File: src/rtl/err_q_pkg.sv
// Package: shared constants and the write-source encoding for the error queue.
// Assumes: codes are two's complement; the overflow code fits in the code width.
package err_q_pkg;

    // Code stored when a push finds the queue full.
    localparam int OVF_CODE = -350;
    // Code presented when the queue holds nothing.
    localparam int NOERR_CODE = 0;

    // What, if anything, is written into the record store this cycle.
    typedef enum logic [1:0] {
        WS_NONE = 2'd0,
        WS_DATA = 2'd1,
        WS_MARK = 2'd2
    } wsrc_e;

endpackage

File: src/rtl/err_q_store.sv
// Module: record storage for the error queue.
// One write port and one combinational read port, one register per slot.
// Assumes: the controller never writes and reads a slot it considers
// invalid; slot contents are not reset (validity is tracked elsewhere).
module err_q_store #(
    parameter int DEPTH = 8,
    parameter int REC_W = 24,
    localparam int AW = (DEPTH > 1) ? $clog2(DEPTH) : 1
) (
    input  logic             clk,
    input  logic             we,
    input  logic [AW-1:0]    waddr,
    input  logic [REC_W-1:0] wdata,
    input  logic [AW-1:0]    raddr,
    output logic [REC_W-1:0] rdata
);

    logic [REC_W-1:0] slot_q [DEPTH];

    // One register per slot, loaded when the write address selects it.
    for (genvar s = 0; s < DEPTH; s++) begin : g_slot
        always_ff @(posedge clk) begin
            if (we && (waddr == AW'(s))) begin
                slot_q[s] <= wdata;
            end
        end
    end

    // Combinational read of the slot at the read pointer.
    always_comb begin
        rdata = slot_q[raddr];
    end

endmodule

File: src/rtl/err_q_ctrl.sv
// Module: pointer, occupancy and overflow control for the error queue.
// It decides each cycle whether a record is popped, stored, replaced by
// the overflow marker, or discarded. A pop on an empty queue is ignored.
// Push with pop on a full queue is pop-then-push. Clear has top priority.
// Assumes: DEPTH >= 2.
module err_q_ctrl #(
    parameter int DEPTH = 8,
    localparam int AW = (DEPTH > 1) ? $clog2(DEPTH) : 1,
    localparam int CW = $clog2(DEPTH + 1)
) (
    input  logic                 clk,
    input  logic                 rst_n,
    input  logic                 clr,
    input  logic                 push,
    input  logic                 pop,
    output logic                 empty,
    output err_q_pkg::wsrc_e     wsrc,
    output logic [AW-1:0]        waddr,
    output logic [AW-1:0]        raddr
);
    import err_q_pkg::*;

    localparam logic [CW-1:0] FULL_CNT = CW'(DEPTH);
    localparam logic [AW-1:0] LAST_SLOT = AW'(DEPTH - 1);

    logic [AW-1:0] wr_ptr_q, rd_ptr_q, newest;
    logic [CW-1:0] count_q;
    logic          mark_q;
    logic          full, do_pop, do_push, do_mark;

    // Wrap-aware step of a slot pointer.
    function automatic logic [AW-1:0] step_up(input logic [AW-1:0] p);
        return (p == LAST_SLOT) ? '0 : p + AW'(1);
    endfunction

    // Occupancy flags and the slot holding the newest record.
    always_comb begin
        empty  = (count_q == '0);
        full   = (count_q == FULL_CNT);
        newest = (wr_ptr_q == '0) ? LAST_SLOT : wr_ptr_q - AW'(1);
    end

    // Per-cycle decision: pop, store, write the marker, or discard.
    always_comb begin
        do_pop  = !clr && pop && !empty;
        do_push = !clr && push && (!full || do_pop);
        do_mark = !clr && push && full && !do_pop && !mark_q;
        if (do_push) begin
            wsrc  = WS_DATA;
            waddr = wr_ptr_q;
        end else if (do_mark) begin
            wsrc  = WS_MARK;
            waddr = newest;
        end else begin
            wsrc  = WS_NONE;
            waddr = wr_ptr_q;
        end
        raddr = rd_ptr_q;
    end

    // Pointer, count and marker-present state update.
    always_ff @(posedge clk) begin
        if (!rst_n || clr) begin
            wr_ptr_q <= '0;
            rd_ptr_q <= '0;
            count_q  <= '0;
            mark_q   <= 1'b0;
        end else begin
            if (do_push) wr_ptr_q <= step_up(wr_ptr_q);
            if (do_pop)  rd_ptr_q <= step_up(rd_ptr_q);
            case ({do_push, do_pop})
                2'b10:   count_q <= count_q + CW'(1);
                2'b01:   count_q <= count_q - CW'(1);
                default: count_q <= count_q;
            endcase
            if (do_push)      mark_q <= 1'b0;
            else if (do_mark) mark_q <= 1'b1;
        end
    end


    count_bound_chk: assert property (@(posedge clk) disable iff (!rst_n)
        count_q <= FULL_CNT);


    empty_pop_chk: assert property (@(posedge clk) disable iff (!rst_n)
        (empty && pop && !push && !clr) |=> (count_q == '0));


    overflow_mark_chk: assert property (@(posedge clk) disable iff (!rst_n)
        (full && push && !pop && !clr) |=> (count_q == FULL_CNT && mark_q));


    full_swap_chk: assert property (@(posedge clk) disable iff (!rst_n)
        (full && push && pop && !clr) |=> (count_q == FULL_CNT && !mark_q));


    clear_chk: assert property (@(posedge clk) disable iff (!rst_n)
        clr |=> (count_q == '0));

endmodule

File: src/rtl/err_queue.sv
// Module: error record queue (top).
// Stores {code, index} records first-in first-out. The oldest record is
// shown on the read outputs, or the no-error record when empty. A push
// into a full queue replaces the newest record with the overflow marker.
// Assumes: DEPTH >= 2; the overflow code fits in CODE_W bits.
module err_queue #(
    parameter int DEPTH = 8,
    parameter int CODE_W = 16,
    parameter int IDX_W = 8,
    parameter logic [IDX_W-1:0] NOERR_IDX = '0,
    parameter logic [IDX_W-1:0] OVF_IDX = '1,
    localparam int REC_W = CODE_W + IDX_W,
    localparam int AW = (DEPTH > 1) ? $clog2(DEPTH) : 1
) (
    input  logic              clk,
    input  logic              rst_n,
    input  logic              clr,
    input  logic              push,
    input  logic [CODE_W-1:0] push_code,
    input  logic [IDX_W-1:0]  push_idx,
    input  logic              pop,
    output logic [CODE_W-1:0] rd_code,
    output logic [IDX_W-1:0]  rd_idx,
    output logic              not_empty
);
    import err_q_pkg::*;

    localparam logic [CODE_W-1:0] OVF_VAL   = CODE_W'(OVF_CODE);
    localparam logic [CODE_W-1:0] NOERR_VAL = CODE_W'(NOERR_CODE);

    wsrc_e            wsrc;
    logic             empty, we;
    logic [AW-1:0]    waddr, raddr;
    logic [REC_W-1:0] wdata, rdata;

    err_q_ctrl #(.DEPTH(DEPTH)) u_ctrl (
        .clk   (clk),
        .rst_n (rst_n),
        .clr   (clr),
        .push  (push),
        .pop   (pop),
        .empty (empty),
        .wsrc  (wsrc),
        .waddr (waddr),
        .raddr (raddr)
    );

    // Pick the record to write: the pushed one or the overflow marker.
    always_comb begin
        we    = (wsrc != WS_NONE);
        wdata = (wsrc == WS_MARK) ? {OVF_VAL, OVF_IDX} : {push_code, push_idx};
    end

    err_q_store #(.DEPTH(DEPTH), .REC_W(REC_W)) u_store (
        .clk   (clk),
        .we    (we),
        .waddr (waddr),
        .wdata (wdata),
        .raddr (raddr),
        .rdata (rdata)
    );

    // Present the oldest record, or the no-error record when empty.
    always_comb begin
        not_empty = !empty;
        if (empty) begin
            rd_code = NOERR_VAL;
            rd_idx  = NOERR_IDX;
        end else begin
            {rd_code, rd_idx} = rdata;
        end
    end


    push_vis_chk: assert property (@(posedge clk) disable iff (!rst_n)
        (push && !pop && !clr) |=> not_empty);

endmodule

File: config.mk
export PLATFORM = sky130hd
export DESIGN_NAME = err_queue
export DESIGN_NICKNAME = d
export VERILOG_FILES = /design/src/rtl/err_q_pkg.sv /design/src/rtl/err_q_store.sv /design/src/rtl/err_q_ctrl.sv /design/src/rtl/err_queue.sv
export SDC_FILE = /design/constraint.sdc
export NUM_CORES = 1
export LEC_CHECK = 0
export BUFFER_PORTS_ARGS = -buffer_cell sky130_fd_sc_hd__buf_2
export CELL_PAD_IN_SITES_DETAIL_PLACEMENT = 2
export CELL_PAD_IN_SITES_GLOBAL_PLACEMENT = 2
export CORE_ASPECT_RATIO = 1.4
export CORE_UTILIZATION = 45
export CTS_CLUSTER_DIAMETER = 40
export CTS_CLUSTER_SIZE = 25
export DETAILED_ROUTE_END_ITERATION = 7
export PLACE_DENSITY = 0.74
export REMOVE_ABC_BUFFERS = 1
export SLEW_MARGIN = 25
export SYNTH_ARGS = -nofsm -noshare
export SYNTH_HDL_FRONTEND = slang
export SYNTH_SLANG_ARGS = --single-unit
File: constraint.sdc
create_clock -name clk -period 12.08 [get_ports clk]
set_clock_uncertainty 0.1 [all_clocks]
set_input_delay 1.208 -clock clk [delete_from_list [all_inputs] [get_ports clk]]
set_output_delay 1.208 -clock clk [all_outputs]
set_load 0.02 [all_outputs]
==> results.sh <==
export IMPL_drc=0
export IMPL_cts_tree="yes"
export IMPL_start_util=0.461
export IMPL_multiInputGateArea_mm2=0.00221
export IMPL_syn_to_final_growth_pct=16.6
export IMPL_p_clk_frac=0.458
export IMPL_ys_types=37
export IMPL_ir_worst_vdd_uv=122
export IMPL_crit_path_max_incr_delay_ps=810
export IMPL_ys_ff_latch=206
export IMPL_num_rows=58
export IMPL_path_delay_family="simple AND/OR/NAND/NOR gates"
export IMPL_seq_area_mm2=0.00605
export IMPL_min_path_cells=2
export IMPL_overflow=0
export IMPL_crit_arrival_ps=3940
export IMPL_setup_viol=0
export IMPL_p_leak_nw=3.18
export IMPL_port_buffers=53
export IMPL_gp_congestion=0.739
export IMPL_path_cells="buf_2, nor2b_1, or4_4, mux2_4, nor3_2, buf_4"
export IMPL_dp_hpwl_um=12700
export IMPL_grt_max_degree=49
export IMPL_n_antenna_cell=0
export IMPL_finalHoldViolations=0
export IMPL_clock_root_buffer="clkbuf_16"
export IMPL_synth_cells=441
export IMPL_io_pin_count=54
export IMPL_route_vias_total=4390
export IMPL_ant_nets=0
export IMPL_final_util=0.538
export IMPL_switching_share=0.227
export IMPL_synth_area_mm2=0.00834
export IMPL_rsz0062_at_grt="false"
export IMPL_routed_wl_um=21100
export IMPL_synth_ff_type="edfxtp_1"
export IMPL_critPathKind="input port to flip-flop"
export IMPL_cp_required_ps=12150
export IMPL_timing_rr_end="u_store.slot_q[3][20]"
export IMPL_total_power_w=0.00154
export IMPL_worstSkewPairLatency_ps=510
export IMPL_clock_sinks=206
export IMPL_cp_start_kind="input port"
export IMPL_first_iter_violations=317
export IMPL_coreArea_mm2=0.0181
export IMPL_ff2ff_path_depth=5
export IMPL_pwr_share_comb=0.030
export IMPL_worst_path_buf_inv=2
export IMPL_cts_clk_slew_worst_paths_ps=70
export IMPL_drive_gt1_frac=0.322
export IMPL_hold_path_class="flip-flop to flip-flop"
export IMPL_final_net_count=542
export IMPL_die_area_mm2=0.0191
export IMPL_p_int_w=0.00119
export IMPL_cp_slowest_cell="nor3_2"
export IMPL_fmax_ghz=0.258
export IMPL_viasPerCell=5.76
export IMPL_setup_tns_ps=0
export IMPL_syn_area_per_cell_um2=18.9
export IMPL_fp_dieH_um=163
export IMPL_yosysWarnings=0
export IMPL_final_cell_mix="edfxtp_1 (192), buf_2 (53), mux4_2 (48)"
export IMPL_grt_pass1_wl_um=31400
export IMPL_min_delay_start="u_ctrl.raddr[1]"
export IMPL_htreeDepth=1
export IMPL_post_cts_hold_buffer_count=0
export IMPL_numCtsBuffers=22
export IMPL_cts_resized_gates=0
export IMPL_worst_path_max_fanout=28
export IMPL_slew_violations=0
export IMPL_postCtsSetupBuffers=0
export IMPL_async_flop_share=0
export IMPL_worstMarginPinSlew_ps=995
export IMPL_dp_cells=721
export IMPL_max_slew_margin_rel=0.333
export IMPL_dr_pass1_iters=4
export IMPL_detail_route_wl_per_cell_um=27.7
export IMPL_grt_use_total=0.236
export IMPL_seqPwrFrac=0.512
export IMPL_max_cap_violations=0
export IMPL_layout_commonest_cell="edfxtp_1"
export IMPL_finalNonFillerCells=762
export IMPL_n_fill_cell=1542
export IMPL_power_density_mw_per_mm2=158
export IMPL_finalCriticalPeriod_ps=3870
export IMPL_endpoint_kind="flip-flop"
export IMPL_ys_seq_area_frac=0.725
export IMPL_antenna_found_initial=0
export IMPL_r2r_start="u_ctrl.count_q[0]"
export IMPL_outcome="finished clean"
export IMPL_die_w_um=117
export IMPL_fin_crit_sh=0.320
export IMPL_synth_edf_count=192
export IMPL_cts_buffer_depth=3
export IMPL_grt_pass1_vias=4914
export IMPL_reg2reg_setup_slack_ps=8240
export IMPL_p_sw_w=0.000348
-- through the flow --
stage	area, um^2	setup WS [ps]	hold slack [ps]
2_1_floorplan	8220	7470	372
3_3_place_gp	8920	7840	412
3_5_place_dp	8920	7610	417
4_1_cts	9690	7970	424
5_1_grt	9720	8080	457
6_report	9720	8210	411
-- cell families (layout without fill, tap and decap cells) --
kind of cell,after synthesis,after routing,synth area share
AO/OA/AOI/OAI,20,20,0.0149
flip-flops,206,206,0.725
multiplexers,82,82,0.172
XOR/XNOR,3,3,0.00315
adder cells (fa/ha/maj),7,7,0.0105
AND/OR/NAND/NOR,92,92,0.0575
buffers and inverters,31,112,0.0171
-- Yosys cell counts, types with 3 or more instances --
library cell,number,area (um^2)
buf_1,8,30.0
edfxtp_1,192,5770
or2b_1,4,30.0
nor3_1,10,50.1
and2_1,6,37.5
clkbuf_1,11,41.3
a21oi_1,6,30.0
nor2_1,36,135
nand2b_1,18,113
buf_6,3,33.8
o21ai_0,6,30.0
xnor2_1,3,26.3
inv_1,6,22.5
mux2i_1,31,310
dfxtp_1,14,280
nand2_1,6,22.5
mux4_2,48,1080
ha_1,7,87.6
-- registers in the layout, summed over array words and instances (netlist names), named ones only --
register,flops
u_ctrl.count_q,4
u_ctrl.mark_q,1
u_ctrl.raddr,3
u_ctrl.wr_ptr_q,3
u_store.slot_q,192
-- final cells by class --
class | count | area share
timing repair buffer | 66 | 0.0386
inverter | 6 | 0.00232
sequential | 206 | 0.622
clock buffer | 26 | 0.0604
tap | 240 | 0.0309
clock inverter | 14 | 0.0184
multi-input combinational | 204 | 0.227
-- layer usage --
layer  wire length, um  global-route usage
met5                 0                   0
met4               518              0.0765
met3               811              0.0356
met2             11400               0.418
met1              8420               0.294
-- power by group through the flow --
stage | registers (W) | logic [W] | clock network [W]
5_1_grt | 0.000787 | 0.0000494 | 0.000739
2_1_floorplan | 0.000801 | 0.0000253 | 0
6_report | 0.000787 | 0.0000459 | 0.000703
4_1_cts | 0.000787 | 0.0000460 | 0.000717
3_5_place_dp | 0.000803 | 0.0000453 | 0
3_3_place_gp | 0.000802 | 0.0000410 | 0
-- worst max-delay path by stage --
stage	startpoint	endpoint	slack (ps)	cells past startpoint
global route	flip-flop	rd_idx[3]	8080	5
CTS	flip-flop	rd_code[11]	7970	4
floorplan	pop	u_store.slot_q[6][0]	7470	4
finish	pop	u_store.slot_q[3][20]	8210	6
detailed placement	pop	u_store.slot_q[2][13]	7610	6
global placement	pop	u_store.slot_q[2][13]	7840	6
-- worst register-to-register path, stage by stage (launching register included) --
cell,delay (ps)
dfxtp_1,400
or4b_4,610
or4_4,740
mux2_4,430
nor3_2,810
buf_4,430
Note: power is estimated with default switching activity, not from simulation.
